**src/rtl/vee_pkg.sv**
```systemverilog
package vee_pkg;

    typedef enum logic {
        ST_IDLE = 1'b0,
        ST_RUN  = 1'b1
    } st_e;

    // Decoded view of the captured mode field
    typedef struct packed {
        logic       ff_en;    // early-exit test active
        logic       inv;      // expected value of the tested bit
        logic [1:0] sel;      // tested bit: 0 lt, 1 gt, 2 eq, 3 so
        logic       incl;     // failing element counts in new length
        logic       discard;  // results never written back
    } ctl_t;

endpackage

```
**src/rtl/vee_mode_dec.sv**
```systemverilog
module vee_mode_dec
    import vee_pkg::*;
(
    input  logic [4:0] mode_i,
    input  logic       rc_i,
    output ctl_t       ctl_o
);

    always_comb begin
        ctl_o.ff_en   = (mode_i[4:3] == 2'b01);
        ctl_o.inv     = mode_i[2];
        // without a recorded condition only the zero (eq) test exists
        ctl_o.sel     = rc_i ? mode_i[1:0] : 2'd2;
        ctl_o.incl    = ~rc_i & mode_i[1];
        ctl_o.discard = ctl_o.ff_en & ~rc_i & mode_i[0];
    end

endmodule

```
**src/rtl/vee_cond_chk.sv**
```systemverilog
module vee_cond_chk
    import vee_pkg::*;
(
    input  ctl_t       ctl_i,
    input  logic [3:0] cond_i,
    output logic       fail_o
);

    logic [1:0] bitpos;
    logic       picked;

    always_comb begin
        bitpos = 2'd3 - ctl_i.sel;
        picked = cond_i[bitpos];
        fail_o = ctl_i.ff_en & (picked != ctl_i.inv);
    end

endmodule

```
**src/rtl/vee_seq.sv**
```systemverilog
module vee_seq
    import vee_pkg::*;
#(
    parameter  int VL_MAX = 64,
    localparam int VLW    = $clog2(VL_MAX + 1)
) (
    input  logic           clk,
    input  logic           rst_n,
    input  logic           start_i,
    input  logic [VLW-1:0] vl_i,
    input  logic [4:0]     mode_i,
    input  logic           rc_i,
    input  logic [3:0]     cond_i,
    output logic           elem_vld_o,
    output logic [VLW-1:0] elem_idx_o,
    output logic           wb_en_o,
    output logic           done_o,
    output logic [VLW-1:0] vl_o
);

    typedef struct packed {
        st_e            st;
        logic [VLW-1:0] idx;
        logic [VLW-1:0] vl;
        logic [4:0]     mode;
        logic           rc;
        logic           done;
        logic [VLW-1:0] vl_res;
    } seq_t;

    seq_t           seq_q, seq_d;
    ctl_t           ctl;
    logic           fail;
    logic           last;
    logic [VLW-1:0] idx_inc;

    vee_mode_dec u_dec (
        .mode_i (seq_q.mode),
        .rc_i   (seq_q.rc),
        .ctl_o  (ctl)
    );

    vee_cond_chk u_test (
        .ctl_i  (ctl),
        .cond_i (cond_i),
        .fail_o (fail)
    );

    always_comb begin
        seq_d   = seq_q;
        seq_d.done = 1'b0;
        idx_inc = seq_q.idx + VLW'(1);
        last    = (idx_inc == seq_q.vl);

        unique case (seq_q.st)
            ST_IDLE: begin
                if (start_i) begin
                    seq_d.vl   = vl_i;
                    seq_d.mode = mode_i;
                    seq_d.rc   = rc_i;
                    seq_d.idx  = '0;
                    if (vl_i == '0) begin
                        seq_d.done   = 1'b1;
                        seq_d.vl_res = '0;
                    end else begin
                        seq_d.st = ST_RUN;
                    end
                end
            end
            ST_RUN: begin
                if (fail) begin
                    seq_d.st     = ST_IDLE;
                    seq_d.done   = 1'b1;
                    seq_d.vl_res = seq_q.idx + VLW'(ctl.incl);
                end else if (last) begin
                    seq_d.st     = ST_IDLE;
                    seq_d.done   = 1'b1;
                    seq_d.vl_res = seq_q.vl;
                end else begin
                    seq_d.idx = idx_inc;
                end
            end
            default: seq_d.st = ST_IDLE;
        endcase
    end

    always_ff @(posedge clk) begin
        if (!rst_n) begin
            seq_q <= '0;
        end else begin
            seq_q <= seq_d;
        end
    end

    assign elem_vld_o = (seq_q.st == ST_RUN);
    assign elem_idx_o = seq_q.idx;
    assign wb_en_o    = elem_vld_o & ~fail & ~ctl.discard;
    assign done_o     = seq_q.done;
    assign vl_o       = seq_q.vl_res;

endmodule

```
**config.mk**
```make
export PLATFORM = sky130hd
export DESIGN_NAME = vee_seq
export DESIGN_NICKNAME = d
export VERILOG_FILES = /design/src/rtl/vee_pkg.sv /design/src/rtl/vee_mode_dec.sv /design/src/rtl/vee_cond_chk.sv /design/src/rtl/vee_seq.sv
export SDC_FILE = /design/constraint.sdc
export NUM_CORES = 1
export LEC_CHECK = 0
export BUFFER_PORTS_ARGS = -buffer_cell sky130_fd_sc_hd__clkbuf_2
export CORE_MARGIN = 2
export CORE_UTILIZATION = 45
export DETAILED_ROUTE_END_ITERATION = 16
export HOLD_SLACK_MARGIN = 0.03
export PLACE_DENSITY = 0.7
export SKIP_CTS_REPAIR_TIMING = 1
export SYNTH_ARGS = -nofsm -noshare
export SYNTH_HDL_FRONTEND = slang
export SYNTH_SLANG_ARGS = --single-unit
```
**constraint.sdc**
```tcl
create_clock -name clk -period 2.25 [get_ports clk]
set_clock_uncertainty 0.2 [all_clocks]
set_input_delay 0.45 -clock clk [delete_from_list [all_inputs] [get_ports clk]]
set_output_delay 0.45 -clock clk [all_outputs]
set_load 0.01 [all_outputs]
```
# Word level (Yosys, flattened, before mapping)
# Cells that the tools add are included.
# word_totals
register_bits,29
in_bits,20
out_inout_bits,17
elab_cells,47
# classes
addsub,3
order_cmp,1
eq_ne,8
n_mux,14
bitwise_logic,10
reduce_logical,4
# op_table
op,n
one-hot mux 8 bit (2 select lines),2
2-to-1 mux 29 bit,1
2-to-1 mux 8 bit,3
2-to-1 mux 7 bit,2
inequality test 2 bit (second input constant),4
adder 7 x 1 -> 7 bit,1
adder 7 x 1 -> 7 bit (second input constant),1
equality test 7 bit,1
logical NOT 7 bit,1
AND 1 bit,6
AND reduction 3 bit,2
2-to-1 mux 1 bit,4
inverter 1 bit,4
< comparator 2 x 3 -> 1 bit (second input constant),1
inequality test 3 x 1 -> 1 bit (second input constant),1
binary-select mux 1 bit (select 2 bit),1
equality test 2 x 1 -> 1 bit (second input constant),1
2-to-1 mux 2 bit,1
AND reduction 2 bit,1
subtractor 2 bit (first input constant),1
inequality test 1 bit,1

# Logic depth before layout (Yosys ltp)
# logic_depth
depth_word,9
mapped_depth,9
ltp_nobuf,9

# By module
# From an unflattened synthesis, not the netlist that was laid out.
# hier_totals
cells_unflattened,219
hier_area_um2,1808.0
# modules_own_cells
module,instances,cells_per_inst,area_per_inst_um2,seq_area_each_um2
vee_seq,1,210,1721.7,580.6
vee_mode_dec,1,6,48.8,0.0
vee_cond_chk,1,3,37.5,0.0

# Worst setup path after synthesis
# Ideal clock, no wire load.
# synth_path
path_kind,reg2reg
from,"register seq_q, in the netlist elem_idx_o[0]"
to,"register seq_q, in the netlist vl_o[5]"
setup_time_ps,72
t_arrival_ps,2075
required_time_ps,1978
setup_slack_ps,-97
path_stages_with_launch,8
path_buffers,0
synth_period_minus_slack_ps,2347
path_cell_list,dfxtp_1 -> ha_1 -> xor2_1 -> a311o_1 -> a311oi_2 -> o2111ai_2 -> a21oi_2 -> mux2i_1
# synth_between
elab_chain_len,4
elab_cells_between_ends,7
classes_between,add/sub: 2; eq/ne: 2; mux: 2; reduce/logical: 1
# synth_rtl
item,line,text
start: declaration,vee_seq.sv:31,"seq_t seq_q, seq_d;"
start signal: assignment,vee_seq.sv:91,seq_q <= seq_d;
adder 7 x 1 -> 7 bit,vee_seq.sv:52,idx_inc = seq_q.idx + VLW'(1);
equality test 7 bit,vee_seq.sv:53,last = (idx_inc == seq_q.vl);
inequality test 3 x 1 -> 1 bit (no line),--,
AND reduction 3 bit (no line),--,
# Parallel ways exist; a longest one is shown, timed or not.
# A chain may end at the register's enable or synchronous reset.

# Final worst setup path
# layout_path
from,"register seq_q, in the netlist elem_idx_o[1]"
to,"register seq_q, in the netlist vl_o[2]"
# Same word-level chain as after synthesis.

==> impl_metrics.csv <==
group,metric,value,unit
status,run_status,"finished, violations left",
status,violations,"negative setup slack",
synth,synth_edf_count,0,
global_routing,grt_antenna_before_repair,0,
run,cap_violations,0,
cts,clock_latency,0.29,ns
synth,ys.flop_type,"dfxtp_1",
timing,drv_slew,0,
cts,cts_buffers,5,
synth,synth_top_area_share,32.2,%
synth,synthArstFlopShare,0,%
timing,worstMarginPinSlew,0.513,ns
global_routing,gr-total-overflow,0,
setup_path,cp-start-kind,"flop",
timing,min_period_over_period,108,%
floorplan,row_count,23,
setup_path,crit_arrival,2.43,ns
power_and_ir_drop,p_comb_share,20.5,%
synth,yosys-top-cells-area,"dfxtp_1 (32%), nand2_1 (7.5%), a21oi_1 (5.8%)",
setup_path,r2r_slack,-0.17,ns
power_and_ir_drop,p_sw,404,µW
synth,synth_nets,249,
route,final_antenna_net_count,0,
layout,area_growth,36.6,%
layout,n_antenna_cell,0,
global_routing,grt_max_degree,21,
power_and_ir_drop,p_leak,0.000973,µW
setup_path,cp_max_fo,5,
global_routing,first_global_vias,1696,
power_and_ir_drop,peakVddDrop,0.472,mV
cts,clk_pin_slew,0.07,ns
setup_path,worstSetupPathType,"flop to flop",
placement,dpl.cell_count,324,
setup_path,end_kind,"flop",
route,drtIter0Drc,127,
timing,slew_headroom,65.4,%
setup_path,r2r-end,"vl_o[2]$_SDFFE_PN0P_",
synth,synth-seq-cells,29,
placement,place_congestion,0.886,
cts,cts_root_buf,"clkbuf_8",
power_and_ir_drop,power_frac_clock,39.3,%
timing,fmax,413,MHz
floorplan,die-area,4530,µm²
cts,cts_buffer_depth,2,
route,drc_errors,0,
power_and_ir_drop,swShare,28.7,%
route,drt_wl_total,5.07,mm
route,wl_per_cell,15.1,µm
floorplan,die_y,67.3,µm
layout,drive_gt1_share,39.6,%
power_and_ir_drop,power.internal,1000,µW
synth,ys_seq_area_share,32.2,%
synth,syn_inst,226,
setup_path,crit_start,"elem_idx_o[1]$_SDFFE_PN0P_",
placement,place_hpwl,3.68,mm
placement,io_buffers,36,
timing,setup_viol,17,
cts,cts.sinks,29,
min_path,hold_class,"input port to flop",
synth,synth_cell_types,47,
timing,grt_setup_unrepaired,"true",
setup_path,timing.rr.start,"elem_idx_o[1]$_SDFFE_PN0P_",
cts,htreeDepth,2,
setup_path,reg2reg_depth,8,
synth,syn_area,1800,µm²
global_routing,grt_use_total,22.8,%
timing,hold_viol,0,
layout,nets,307,
synth,synth_warnings,0,
synth,netlist.top_cell.by_area,"dfxtp_1",
power_and_ir_drop,powerDensity,572,nW/µm²
route,vias,1863,
layout,fin_cells,335,
floorplan,die_w,67.3,µm
floorplan,design.portCount,37,
layout,postLayoutCoreUtil,62.9,%
route,dr.pass1.iters,4,
synth,synth_area_per_cell,7.98,µm²
floorplan,initial_core_util,46.1,%
power_and_ir_drop,p_seq_share,40.2,%
timing,period_needed,2.42,ns
timing,layout_setup_ws,-0.169,ns
timing,whs,0.165,ns
setup_path,crit_end,"vl_o[2]$_SDFFE_PN0P_",
min_path,worstHoldStart,"mode_i[0]",
route,vias_per_cell,5.56,
setup_path,required,2.26,ns
cts,cts_tree,"done",
floorplan,core,3910,µm²
global_routing,grt_pass1_wl,7.62,mm
## worst max-delay path, cell delays in order, from the launching register on
cell and delay (ns):
dfxtp_2 0.34, ha_4 0.24, xor2_1 0.13, a311o_1 0.35
a311oi_2 0.31, o2111a_2 0.32, buf_12 0.14, a31oi_4 0.07
o32ai_2 0.25
## cells by family (layout without fill, tap and decap cells)
group,after synthesis,count (layout),share of synthesized area (%)
AOI/OAI and AO/OA,60,60,22.8
xor gates and xnor gates,11,11,5.34
adders and majority gates,3,3,2.08
buffers and inverters,30,89,10.2
DFF,29,29,32.2
muxes,5,5,2.78
and+or+nand+nor,88,88,24.6
## layer usage
metal | track usage, % | share of wire (%)
met1 | 28.4 | 44
met2 | 37.0 | 50
met3 | 6.17 | 4.5
met4 | 9.95 | 1.5
met5 | 0 | 0
## cell usage in the layout, fill, tap and decap left out, drive strengths merged, types with 4 or more instances in the layout
master  instances
xnor2           7
clkbuf         40
o21ai           9
o211ai          7
nor2           10
dfxtp          29
nand3          19
nor2b           5
nand2          36
buf            41
xor2            4
mux2i           5
inv             4
a31oi           8
a21oi          22
## Yosys cell counts (2+ instances only)
| cell type | count |
|---|---|
| buf_6 | 2 |
| buf_2 | 2 |
| xor2_1 | 4 |
| nor2b_1 | 5 |
| clkbuf_1 | 6 |
| nor2_1 | 10 |
| xnor2_1 | 7 |
| nand2_1 | 36 |
| ha_1 | 3 |
| or4_1 | 2 |
| o2111ai_1 | 2 |
| inv_1 | 4 |
| o311ai_0 | 2 |
| and3_1 | 2 |
| dfxtp_1 | 29 |
| o21ai_0 | 6 |
| o21ai_1 | 3 |
| o211ai_1 | 7 |
| nor3_1 | 2 |
| buf_4 | 14 |
| a21oi_1 | 21 |
| mux2i_1 | 5 |
| a31oi_1 | 8 |
| nand3_1 | 18 |
| nand4_1 | 3 |
| nor4_1 | 2 |
## sequential cells by signal (all words and copies together) (netlist names)
name	count
elem_idx_o	7
elem_vld_o	1
seq_q	13
done_o	1
vl_o	7
## power by group through the flow
stage / Clock, µW / Sequential [µW] / Combinational (µW)
global route: 585 / 568 / 313
detailed placement: 0 / 573 / 238
global placement: 0 / 572 / 235
finish: 554 / 566 / 288
floorplan: 0 / 570 / 135
CTS: 563 / 561 / 239
## through the flow
| stage | setup TNS [ns] | setup slack (ns) | power (µW) | area [µm²] |
|---|---|---|---|---|
| 2_1_floorplan | 0 | 0.00305 | 706 | 1810 |
| 3_3_place_gp | -0.192 | -0.0550 | 807 | 2160 |
| 3_5_place_dp | -0.708 | -0.112 | 811 | 2160 |
| 4_1_cts | -1.09 | -0.135 | 1360 | 2280 |
| 5_1_grt | -3.53 | -0.259 | 1470 | 2460 |
| 6_report | -1.79 | -0.169 | 1410 | 2460 |
## layout make-up
class                   count  area (µm²)
repair buffers             76         515
multi-input cells         167        1160
clock inverters             3        46.3
flip-flops and latches     29         588
inverters                   5        18.8
fillers                   350        1450
well taps                  50        62.6
clock buffers               5        68.8
## worst min path at each step
stage	endpoint	slack, ns	depth (start not counted)
final	seq_q[9]$_SDFFE_PN0P_	0.17	3
after global routing	seq_q[9]$_SDFFE_PN0P_	0.17	3
after floorplan	seq_q[12]$_SDFFE_PN0P_	0.23	2
after detailed placement	seq_q[13]$_SDFFE_PN0P_	0.25	2
after global placement	seq_q[12]$_SDFFE_PN0P_	0.24	2
after CTS	seq_q[10]$_SDFFE_PN0P_	0.16	3
No activity file was read; power rests on OpenSTA's default activity.
